File: src/rtl/flpoll_pkg.sv
package flpoll_pkg;

  typedef enum logic [1:0] {
    ST_IDLE    = 2'd0,
    ST_POLL    = 2'd1,
    ST_CONFIRM = 2'd2,
    ST_FINAL   = 2'd3
  } flpoll_st_e;

  // Completion test on the polled bit.
  function automatic logic status_hit(input logic seen, input logic want);
    return seen == want;
  endfunction

  // True when the poll now being acknowledged is the last one allowed.
  function automatic logic last_allowed(input int unsigned done_cnt,
                                        input int unsigned limit);
    return (limit != 0) && (done_cnt == limit - 1);
  endfunction

endpackage

File: src/rtl/flpoll_status.sv
module flpoll_status
  import flpoll_pkg::*;
(
  input  logic poll_bit_i,
  input  logic tout_bit_i,
  input  logic expect_i,
  output logic hit_o,
  output logic tout_o
);
  assign hit_o  = status_hit(poll_bit_i, expect_i);
  assign tout_o = tout_bit_i;
endmodule

File: src/rtl/flpoll_cnt.sv
module flpoll_cnt
  import flpoll_pkg::*;
#(
  parameter int MAX_POLLS = 4096
) (
  input  logic clk,
  input  logic rst_n,
  input  logic clr_i,
  input  logic inc_i,
  output logic last_o
);
  localparam int CW = (MAX_POLLS > 1) ? $clog2(MAX_POLLS) + 1 : 1;

  logic [CW-1:0] cnt_q;

  always_ff @(posedge clk) begin
    if (!rst_n || clr_i) cnt_q <= '0;
    else if (inc_i)      cnt_q <= cnt_q + 1'b1;
  end

  generate
    if (MAX_POLLS == 0) begin : g_unlimited
      assign last_o = 1'b0 & (|cnt_q);
    end else begin : g_limited
      assign last_o = last_allowed(int'(cnt_q), MAX_POLLS);
    end
  endgenerate
endmodule

File: src/rtl/flpoll_ctrl.sv
module flpoll_ctrl
  import flpoll_pkg::*;
#(
  parameter int AW        = 20,
  parameter int DW        = 8,
  parameter int POLL_BIT  = 7,
  parameter int TOUT_BIT  = 5,
  parameter int MAX_POLLS = 4096
) (
  input  logic          clk,
  input  logic          rst_n,
  input  logic          start_i,
  input  logic [AW-1:0] addr_i,
  input  logic          expect_i,
  output logic          rd_req_o,
  output logic [AW-1:0] rd_addr_o,
  input  logic          rd_ack_i,
  input  logic [DW-1:0] rd_data_i,
  output logic          busy_o,
  output logic          done_o,
  output logic          pass_o,
  output logic          timeout_o,
  output logic [DW-1:0] final_data_o
);

  flpoll_st_e    st_q, st_d;
  logic [AW-1:0] addr_q;
  logic          exp_q;
  logic          done_q, pass_q, tout_q;
  logic [DW-1:0] fdata_q;

  // named events, used by the checker
  logic ev_start_acc, ev_poll_ack, ev_b7_hit, ev_b5_seen;
  logic ev_b5_reread, ev_last_poll, ev_finish;
  logic fin_pass, fin_tout;

  assign ev_start_acc = start_i && (st_q == ST_IDLE);
  assign ev_poll_ack  = rd_ack_i && (st_q == ST_POLL);

  flpoll_status u_status (
    .poll_bit_i (rd_data_i[POLL_BIT]),
    .tout_bit_i (rd_data_i[TOUT_BIT]),
    .expect_i   (exp_q),
    .hit_o      (ev_b7_hit),
    .tout_o     (ev_b5_seen)
  );

  flpoll_cnt #(.MAX_POLLS(MAX_POLLS)) u_cnt (
    .clk    (clk),
    .rst_n  (rst_n),
    .clr_i  (ev_start_acc),
    .inc_i  (ev_poll_ack),
    .last_o (ev_last_poll)
  );

  assign ev_b5_reread = ev_poll_ack && !ev_b7_hit && ev_b5_seen;

  always_comb begin
    st_d     = st_q;
    ev_finish = 1'b0;
    fin_pass = 1'b0;
    fin_tout = 1'b0;
    unique case (st_q)
      ST_IDLE: if (start_i) st_d = ST_POLL;
      ST_POLL: if (rd_ack_i) begin
        if (ev_b7_hit)         st_d = ST_FINAL;
        else if (ev_b5_seen)   st_d = ST_CONFIRM;
        else if (ev_last_poll) begin
          st_d      = ST_IDLE;
          ev_finish = 1'b1;
          fin_tout  = 1'b1;
        end
      end
      ST_CONFIRM: if (rd_ack_i) begin
        if (ev_b7_hit) st_d = ST_FINAL;
        else begin
          st_d      = ST_IDLE;
          ev_finish = 1'b1;
        end
      end
      ST_FINAL: if (rd_ack_i) begin
        st_d      = ST_IDLE;
        ev_finish = 1'b1;
        fin_pass  = 1'b1;
      end
      default: st_d = ST_IDLE;
    endcase
  end

  always_ff @(posedge clk) begin
    if (!rst_n) begin
      st_q    <= ST_IDLE;
      addr_q  <= '0;
      exp_q   <= 1'b0;
      done_q  <= 1'b0;
      pass_q  <= 1'b0;
      tout_q  <= 1'b0;
      fdata_q <= '0;
    end else begin
      st_q   <= st_d;
      done_q <= ev_finish;
      if (ev_start_acc) begin
        addr_q <= addr_i;
        exp_q  <= expect_i;
        pass_q <= 1'b0;
        tout_q <= 1'b0;
      end
      if (ev_finish) begin
        pass_q <= fin_pass;
        tout_q <= fin_tout;
      end
      if (rd_ack_i && (st_q != ST_IDLE)) fdata_q <= rd_data_i;
    end
  end

  assign busy_o       = (st_q != ST_IDLE);
  assign rd_req_o     = busy_o;
  assign rd_addr_o    = addr_q;
  assign done_o       = done_q;
  assign pass_o       = pass_q;
  assign timeout_o    = tout_q;
  assign final_data_o = fdata_q;

endmodule

File: config.mk
export PLATFORM = sky130hd
export DESIGN_NAME = flpoll_ctrl
export DESIGN_NICKNAME = d
export VERILOG_FILES = /design/src/rtl/flpoll_pkg.sv /design/src/rtl/flpoll_status.sv /design/src/rtl/flpoll_cnt.sv /design/src/rtl/flpoll_ctrl.sv
export SDC_FILE = /design/constraint.sdc
export NUM_CORES = 1
export LEC_CHECK = 0
export ABC_AREA = 1
export ABC_CLOCK_PERIOD_IN_PS = 1200
export BUFFER_PORTS_ARGS = -buffer_cell sky130_fd_sc_hd__buf_2
export CAP_MARGIN = 0
export CORE_ASPECT_RATIO = 1.1
export CORE_MARGIN = 3
export CORE_UTILIZATION = 45
export DETAILED_ROUTE_END_ITERATION = 6
export GPL_TIMING_DRIVEN = 0
export PLACE_DENSITY = 0.78
export SKIP_CTS_REPAIR_TIMING = 1
export SLEW_MARGIN = 20
export SYNTH_ARGS = -nofsm -noshare
export SYNTH_HDL_FRONTEND = slang
export SYNTH_SLANG_ARGS = --single-unit
File: constraint.sdc
create_clock -name clk -period 1.2 [get_ports clk]
set_input_delay 0 -clock clk [delete_from_list [all_inputs] [get_ports clk]]
set_output_delay 0 -clock clk [all_outputs]
set_load 0.03 [all_outputs]
Word level (Yosys, flattened, before mapping)

Cells that the tools add are included.

Register bits after elaboration: 47
Word-level logic and storage cells: 50
Output and inout port bits: 33

Add/sub/neg operators: 1
Reductions and logical operators: 9
Equal/unequal tests: 10
Muxes and demuxes: 22

Operator list:

| cell                    | count |
|---|---|
| $mux W2                 | 8 |
| $add A13 B1 Y13 const B | 1 |
| $eq A13 B12 Y1 const B  | 1 |
| $mux W1                 | 12 |
| $ne A2 B2 Y1 const B    | 4 |
| $pmux W2 S4             | 1 |
| $reduce_and A5 Y1       | 1 |
| $eq A2 B2 Y1 const B    | 2 |
| $ne A4 B4 Y1 const B    | 1 |
| $reduce_bool A2 Y1      | 2 |
| $logic_and A1 B1 Y1     | 3 |
| $pmux W1 S3             | 1 |
| $eq A2 B1 Y1 const B    | 1 |
| $logic_not A2 Y1        | 1 |
| $eq A1 B1 Y1            | 1 |
| $logic_not A1 Y1        | 1 |
| $logic_or A1 B1 Y1      | 1 |

Longest topological paths before layout

Gate-level depths: netlist (run 1).

Word-level depth: 7
Mapped depth: 9
Mapped depth without buffers: 9

Modules after synthesis

From an unflattened synthesis (run 1), not the netlist that was laid out.

Cells, all modules: 285
Area, all modules: 2042.0 um^2

Modules (own cells, without submodules):

| module        | instances | cells an instance | area an instance (um^2) |
|---|---|---|---|
| flpoll_ctrl   | 1         | 177               | 1325.0 |
| flpoll_cnt    | 1         | 102               | 690.7 |
| flpoll_status | 1         | 6                 | 26.3 |

Worst setup path after synthesis (run 1)

Ideal clock, no wire load.

Kind: register to register
Start point: register u_cnt.cnt_q[0]
End point: register pass_q, in the netlist pass_o
Stages on the path, launching flop included: 10
Period minus slack after synthesis: 1249 ps
Path slack: -49 ps
Library setup time: 64 ps
Data arrival time: 1185 ps
Path buffers: 0
Cell sequence: dfxtp_1 -> ha_1 -> nand3_1 -> nor2_2 -> nand2_1 -> inv_2 -> nand2_1 -> nand3_1 -> nor2_1 -> nor2_1

Longest elaborated chain between the ends: 7
Elaborated cells on any way between the ends: 8
Those cells by class: eq/ne: 1; mux: 6; reduce/logical: 1

RTL lines:

| element                                              | line               | RTL |
|---|---|---|
| from (decl)                                          | flpoll_cnt.sv:14   | `logic [CW-1:0] cnt_q;` |
| from (signal assigned)                               | flpoll_cnt.sv:18   | `else if (inc_i) cnt_q <= cnt_q + 1'b1;` |
| $eq A13 B12 Y1 *                                     | flpoll_pkg.sv:18   | `return (limit != 0) && (done_cnt == limit - 1);` |
| $mux W1 *                                            | flpoll_ctrl.sv:68  | `else if (ev_last_poll) begin` |
| $mux W1 *                                            | flpoll_ctrl.sv:67  | `else if (ev_b5_seen) st_d = ST_CONFIRM;` |
| $mux W1 *                                            | flpoll_ctrl.sv:66  | `if (ev_b7_hit) st_d = ST_FINAL;` |
| $mux W1 *                                            | flpoll_ctrl.sv:65  | `ST_POLL: if (rd_ack_i) begin` |
| $pmux W1 S3 *                                        | flpoll_ctrl.sv:63  | `unique case (st_q)` |
| $mux W1 / $reduce_bool A2 Y1 (equally long branches) | n/a                |  |
| to (signal assigned)                                 | flpoll_ctrl.sv:109 | `pass_q <= fin_pass;` |
| to (decl)                                            | flpoll_ctrl.sv:29  | `logic done_q, pass_q, tout_q;` |

Every way passes the cells marked *; elsewhere a longest branch is shown, timed or not.
A chain may end at the register's enable or synchronous reset.

Final worst setup path (run 1)

Start point: register u_cnt.cnt_q[0]
End point: register st_q[0]

Longest elaborated chain between the ends: 3

RTL lines:

| element                            | line               | RTL |
|---|---|---|
| $eq A13 B12 Y1                     | flpoll_pkg.sv:18   |  |
| $ne A4 B4 Y1 (no source line)      | n/a                |  |
| $reduce_and A5 Y1 (no source line) | n/a                |  |
| to (signal assigned)               | flpoll_ctrl.sv:100 | `st_q <= st_d;` |
| to (decl)                          | flpoll_ctrl.sv:26  | `flpoll_st_e st_q, st_d;` |

No other way between the ends.

==> flow_metrics.py, run 1 <==
metrics = {
    "power": {
        "peakVddDrop_v": 0.00125,
        "p_leak_nw": 1.31,
        "overall_power_mw": 4.99,
        "power.density_mw_per_mm2": 1700,
    },
    "route": {
        "route.antenna.remaining_nets": 0,
        "drt-vias-per-instance": 4.86,
        "drc_markers": 0,
        "detailroute.via_count": 2117,
        "drt_first_pass_iters": 4,
        "finalWirelength_um": 5330,
        "drt-initial-drc-count": 90,
        "detail_route.wl_per_cell_um": 12.2,
    },
    "setup_path": {
        "critical_path_peak_fanout": 3,
        "worst-path-stages": 8,
        "worstSetupPathType": "register to register",
        "critPathRequiredTime_ps": 1430,
        "critPathMostFrequentCell": "nand2_2",
        "critical_path.cell_chain": "ha_4 -> nand3_4 -> nor2_4 -> nand3_2 -> nand2_2 -> nand2_2 -> buf_4 -> a21oi_2",
        "cp-end-kind": "register",
        "worst-path-buf-inv": 1,
        "slowest_stage": "dfxtp_2",
        "path_delay_family": "simple AND/OR/NAND/NOR gates",
        "critical_path.endpoint": "st_q[0]",
        "worstPathArrival_ps": 1550,
        "crit_start": "u_cnt.cnt_q[0]",
        "rr_startpoint": "u_cnt.cnt_q[0]",
        "worstRegToRegCells": 8,
        "reg2reg_slack_ps": -120,
        "critPathMaxStageDelay_ps": 370,
        "timing.critical_path.from_type": "register",
        "worstReg2RegEnd": "st_q[0]",
    },
    "sta": {
        "hold-worst-slack_ps": -23.8,
        "timing_worst_slew_pin_value_ps": 410,
        "min_period_ps": 1320,
        "max-slew-margin-rel_pct": 72.7,
        "layout_worst_path_cycle_share_pct": 110,
        "setup_slack_ps": -121,
        "final_hold_viol_count": 1,
        "rsz_0062_raised_after_global_routing": "true",
        "clock-skew-final_ps": 6.74,
        "max_clock_freq_ghz": 0.757,
        "setup_viol_count_final": 7,
        "maxSlewViolCount": 0,
    },
    "synth": {
        "synth.area.top_cells": "dfxtp_1, nor2_1, o21ai_0",
        "most_repeated_cell_in_the_gate_level_netlist_after_synthesis": "nor2_1",
        "syn-instance-count": 280,
        "mean_cell_area_of_the_mapped_netlist_um2": 7.06,
        "yosysWarningCount": 0,
        "postSynthRegisterBits": 47,
        "number_of_synthesized_flops_with_an_enable_pin": 0,
        "async_reset_ff_share_pct": 0,
        "synth_flop_cell": "dfxtp_1",
        "synth.cells.most_frequent": "nor2_1, dfxtp_1, nand2_1, o21ai_0, inv_1",
        "netlist_area_mm2": 0.00198,
        "synth_nets": 314,
        "synth_area_leader_cell": "dfxtp_1",
        "synth_top_area_share_pct": 47.6,
        "post_synth_num_cell_types": 23,
        "portion_of_the_post_synthesis_area_used_by_sequential_elements_pct": 47.6,
    },
    "cts": {
        "clock_buffer_count_from_cts": 5,
        "clockBufferDepth": 2,
        "clk_pin_slew_worst_paths_ps": 90,
        "cts_max_level": 2,
        "clock_tree_from_tritoncts": "done",
        "worstSkewPairLatency_ps": 300,
        "clk_root_buffer_cell": "clkbuf_8",
        "clock-sinks": 47,
    },
    "global_route": {
        "globalRouteOverflowTotal": 0,
        "grt_antenna_before_repair": 0,
        "global_route_wire_length_before_repair_um": 6960,
        "first_global_vias": 1669,
        "grt_max_degree": 15,
        "grtUsageTotal_pct": 16.4,
    },
    "placed_design": {
        "hpwlAfterDp_um": 3310,
        "io_buffer_count": 65,
        "postPlaceCellArea_mm2": 0.00238,
        "pre_cts_slack_ps": -186,
        "gp_congestion": 0.763,
    },
    "status": {
        "violated_checks": "hold timing, setup timing",
        "status": "finished, violations left",
    },
    "floorplan": {
        "num_io_pins": 66,
        "initial_core_util_pct": 48.4,
        "placementRows": 24,
        "die_w_um": 69.2,
        "floorplan.die_area_mm2": 0.00523,
        "die_y_um": 75.5,
        "coreArea_mm2": 0.00408,
    },
    "hold_path": {
        "worstHoldPathType": "input pin to register",
    },
    "final_layout": {
        "antenna_cells": 0,
        "drive_gt1_share_pct": 32.6,
        "area_growth_syn_to_layout_pct": 48.1,
        "final_area_mm2": 0.00293,
        "num-nets-final": 418,
    },
    "job": {
        "maxCapViolCount": 0,
    },
}
[routing by layer]
| metal | track usage (%) | part of all wire [%] | up-vias |
|---|---|---|---|
| li1 | - | - | 1087 |
| met1 | 19.2 | 40 | 955 |
| met2 | 28.3 | 51 | 64 |
| met3 | 6.07 | 6.8 | 11 |
| met4 | 4.99 | 1.3 | 0 |
| met5 | 0 | 0 | - |
[flip-flops by register name, indices dropped and copies added (netlist names)]
register and cells:
done_o 1, exp_q 1, final_data_o 8, pass_o 1, rd_addr_o 20, st_q 2
timeout_o 1, u_cnt.cnt_q 13
[layout make-up]
type                    count  area (um^2)
plain buffers              10         61.3
clock buffers               5         68.8
clock inverters             2         37.5
fillers                   335         1160
inverters                  26          100
multi-input cells         197         1010
flip-flops and latches     47          953
well taps                  52         65.1
repair buffers             97          631
[cell families (layout without fill, tap and decap cells)]
kind of cell,count (synthesis),after routing,synth area share [%]
flops,47,47,47.6
buf+inv,36,140,7.28
compound gates,50,50,12.7
simple gates,144,144,30.9
fa+ha+maj,1,1,0.633
xor+xnor,2,2,0.886
[through the flow]
step / instances / util [%] / TNS (ps)
2_1_floorplan: 280 / - / 0
3_3_place_gp: 397 / 58.2 / -3950
3_5_place_dp: 397 / 58.2 / -4650
4_1_cts: 404 / 60.8 / -5350
5_1_grt: 436 / 71.7 / -2450
6_report: 436 / 71.7 / -474
[layout by cell type, fill, tap and decap left out, types with 2 or more instances in the layout]
| cell | synthesis | routed |
|---|---|---|
| a21oi_1 | 15 | 14 |
| buf_2 | 4 | 66 |
| buf_4 | 1 | 9 |
| clkbuf_1 | 4 | 3 |
| clkbuf_8 | 0 | 5 |
| dfxtp_1 | 47 | 39 |
| dfxtp_2 | 0 | 7 |
| dlygate4sd3_1 | 0 | 26 |
| inv_1 | 24 | 20 |
| inv_2 | 2 | 5 |
| nand2_1 | 43 | 37 |
| nand2_2 | 1 | 6 |
| nand3_1 | 11 | 8 |
| nand3_2 | 0 | 2 |
| nand3_4 | 1 | 2 |
| nand4_1 | 3 | 3 |
| nor2_1 | 73 | 67 |
| nor2_2 | 5 | 4 |
| nor2_4 | 0 | 7 |
| nor3_2 | 1 | 2 |
| o21ai_0 | 34 | 34 |
| or2_0 | 3 | 3 |
| xor2_1 | 2 | 2 |
[power by group]
group	internal (mW)	switching [mW]	total, mW	leakage (nW)
combinational	0.649	1.24	1.89	0.870
sequential	1.82	0.161	1.98	0.389
clock	0.609	0.513	1.12	0.0502
[worst min path at each step]
stage                      endpoint         start  slack [ps]  cells past startpoint
CTS                 final_data_o[3]  rd_data_i[3]         -80                      3
global placement    final_data_o[1]  rd_data_i[1]         220                      3
global route        final_data_o[5]         rst_n           6                      3
finish                        exp_q         rst_n         -20                      3
detailed placement  final_data_o[6]  rd_data_i[6]         240                      3
floorplan           final_data_o[0]  rd_data_i[0]         130                      2
[tightest hold or removal path, cell delays in order]
cell and delay [ps]:
buf_2 130, o21ai_0 70, a21oi_1 40
(Power assumes the default switching activity.)
==> inputs of run 2 (changes only) <==
--- a/config.mk
+++ b/config.mk
@@ -10,7 +10,7 @@
 export BUFFER_PORTS_ARGS = -buffer_cell sky130_fd_sc_hd__buf_2
 export CAP_MARGIN = 0
 export CORE_ASPECT_RATIO = 1.1
-export CORE_MARGIN = 3
+export CORE_MARGIN = 2
 export CORE_UTILIZATION = 45
 export DETAILED_ROUTE_END_ITERATION = 6
 export GPL_TIMING_DRIVEN = 0
==> constraint.sdc (replaced) <==
create_clock -name clk -period 1.2 [get_ports clk]
set_input_delay 0.06 -clock clk [delete_from_list [all_inputs] [get_ports clk]]
set_output_delay 0.06 -clock clk [all_outputs]
set_load 0.03 [all_outputs]
==> run 2 against run 1 <==
Non-clock buffer count is 11 lower. Cell count is 1.8% lower. Clock skew is 1.3 ps lower. The run still ends with hold timing, setup timing left.
==> flow_metrics.py, run 2 (synthesized netlist as in run 1, its figures left out) <==
metrics = {
    "global_route": {
        "grt_use_met3_pct": 7.20,
        "globalRouteOverflowTotal": 0,
        "globalRouteMet2Util_pct": 31.2,
        "global_route_wire_length_before_repair_um": 7170,
        "met1_use_gr_pct": 21.9,
        "grt_antenna_before_repair": 0,
        "first_global_vias": 1761,
        "grtUsageTotal_pct": 18.8,
        "grt_busiest_layer": "met2",
        "grt_max_degree": 16,
    },
    "cts": {
        "clk_pin_slew_worst_paths_ps": 90,
        "worstSkewPairLatency_ps": 300,
        "clk_root_buffer_cell": "clkbuf_8",
        "clock_buffer_count_from_cts": 5,
        "clock-sinks": 47,
        "cts_max_level": 2,
        "clock_tree_from_tritoncts": "done",
        "clockBufferDepth": 2,
    },
    "final_layout": {
        "seq_area_um2": 960,
        "num-nets-final": 407,
        "largest_register_ffs": 20,
        "most-common-layout-cells": "nor2_1, buf_2, dfxtp_1",
        "multi_input_area_mm2": 0.00106,
        "num-fill-cells": 385,
        "final_cell_count_no_fill": 428,
        "drive_gt1_share_pct": 39.0,
        "area_growth_syn_to_layout_pct": 46.3,
        "antenna_cells": 0,
    },
    "floorplan": {
        "die_y_um": 73.5,
        "coreArea_mm2": 0.00425,
        "num_io_pins": 66,
        "placementRows": 25,
        "initial_core_util_pct": 46.5,
        "floorplan.die_area_mm2": 0.00494,
        "die_w_um": 67.2,
    },
    "status": {
        "status": "finished, violations left",
        "violated_checks": "hold timing, setup timing",
    },
    "placed_design": {
        "gp_congestion": 0.786,
        "io_buffer_count": 65,
        "place.detailed.instances": 399,
        "pre_cts_slack_ps": -209,
        "hpwlAfterDp_um": 3210,
    },
    "route": {
        "route.antenna.remaining_nets": 0,
        "detailroute.via_count": 2070,
        "drc_markers": 0,
        "drt-initial-drc-count": 133,
        "drt_first_pass_iters": 4,
        "detail_route.wl_per_cell_um": 11.7,
        "finalWirelength_um": 5000,
        "drt-vias-per-instance": 4.84,
    },
    "setup_path": {
        "critPathMaxStageDelay_ps": 370,
        "critical_path.cell_chain": "ha_4 -> nand3_4 -> nor2_4 -> nand3_2 -> nand2_2 -> nand2_1 -> nand2_1 -> nand2_1 -> nor2_1",
        "reg2reg_slack_ps": -100,
        "rr_startpoint": "u_cnt.cnt_q[0]",
        "timing.critical_path.from_type": "register",
        "critPathMostFrequentCell": "nand2_1",
        "worstRegToRegCells": 9,
        "cp-end-kind": "register",
        "worstPathArrival_ps": 1540,
        "slowest_stage": "dfxtp_4",
        "critPathRequiredTime_ps": 1440,
        "worstSetupPathType": "register to register",
        "worstReg2RegEnd": "st_q[1]",
        "critical_path_peak_fanout": 3,
    },
    "job": {
        "maxCapViolCount": 0,
    },
    "sta": {
        "setup_viol_count_final": 12,
        "setup_slack_ps": -105,
        "hold-worst-slack_ps": -18.7,
        "maxSlewViolCount": 0,
        "max-slew-margin-rel_pct": 72.3,
        "rsz_0062_raised_after_global_routing": "true",
        "max_clock_freq_ghz": 0.766,
        "min_period_ps": 1300,
        "clock-skew-final_ps": 5.45,
        "timing_worst_slew_pin_value_ps": 415,
        "layout_worst_path_cycle_share_pct": 109,
        "final_hold_viol_count": 11,
        "total_negative_slack_ps": -517,
    },
    "hold_path": {
        "hold_depth": 3,
        "worstHoldPathType": "input pin to register",
        "worst_hold_launch": "addr_i[8]",
        "holdPathEnd": "rd_addr_o[8]",
    },
    "power": {
        "peakVddDrop_v": 0.00105,
        "power.density_mw_per_mm2": 1730,
        "p_leak_nw": 1.33,
    },
}
==> run 2: cell types whose count changed in the layout (fill, tap and decap cells not counted), moves of 3 or more <==
cell and delta:
o21ai_0 -17, a21oi_2 +4, buf_6 +9, dlygate4sd3_1 -20, a21oi_1 -4, buf_4 +3, dfxtp_4 +3, o21ai_1 +16
dfxtp_2 -4
==> run 2: where the power goes <==
part	leakage (nW)	internal (mW)	switching, mW
logic	0.891	0.751	1.28
registers	0.390	1.82	0.154
clock network	0.0474	0.470	0.540
==> run 2: critical path, delay by kind of cell (launching register included) <==
family	cells	cell delay (ps)
adders and majority gates	1	140
DFF	1	370
and+or+nand+nor	8	720
==> run 2: metal layers <==
layer  up-vias  share of wire (%)
met4         0               0.88
met3         4                6.7
met5         -                  0
met2        52                 53
li1       1079                  -
met1       935                 40
==> run 2: layout make-up <==
type / count / share of cell area [%]
repair buffers: 86 / 17.7
well taps: 54 / 2.34
flip-flops and latches: 47 / 33.2
plain buffers: 10 / 2.99
multi-input cells: 197 / 36.7
clock inverters: 2 / 0.563
clock buffers: 6 / 2.86
inverters: 26 / 3.63
==> run 2: worst max-delay path by stage <==
stage / startpoint / end / slack [ps]
4_1_cts: st_q[0] / u_cnt.cnt_q[5] / -230
6_report: u_cnt.cnt_q[0] / st_q[1] / -100
3_3_place_gp: st_q[0] / u_cnt.cnt_q[10] / -170
3_5_place_dp: st_q[0] / u_cnt.cnt_q[3] / -210
2_1_floorplan: u_cnt.cnt_q[1] / u_cnt.cnt_q[6] / 10
5_1_grt: u_cnt.cnt_q[1] / st_q[1] / -180
==> run 2: through the flow <==
| stage | util, % | total power [mW] | area (um^2) |
|---|---|---|---|
| after floorplan | - | 3.15 | 1990 |
| after global placement | 56.0 | 3.58 | 2380 |
| after detailed placement | 56.0 | 3.61 | 2380 |
| after CTS | 58.3 | 4.62 | 2480 |
| after global routing | 68.0 | 5.33 | 2890 |
| final | 68.0 | 5.02 | 2890 |
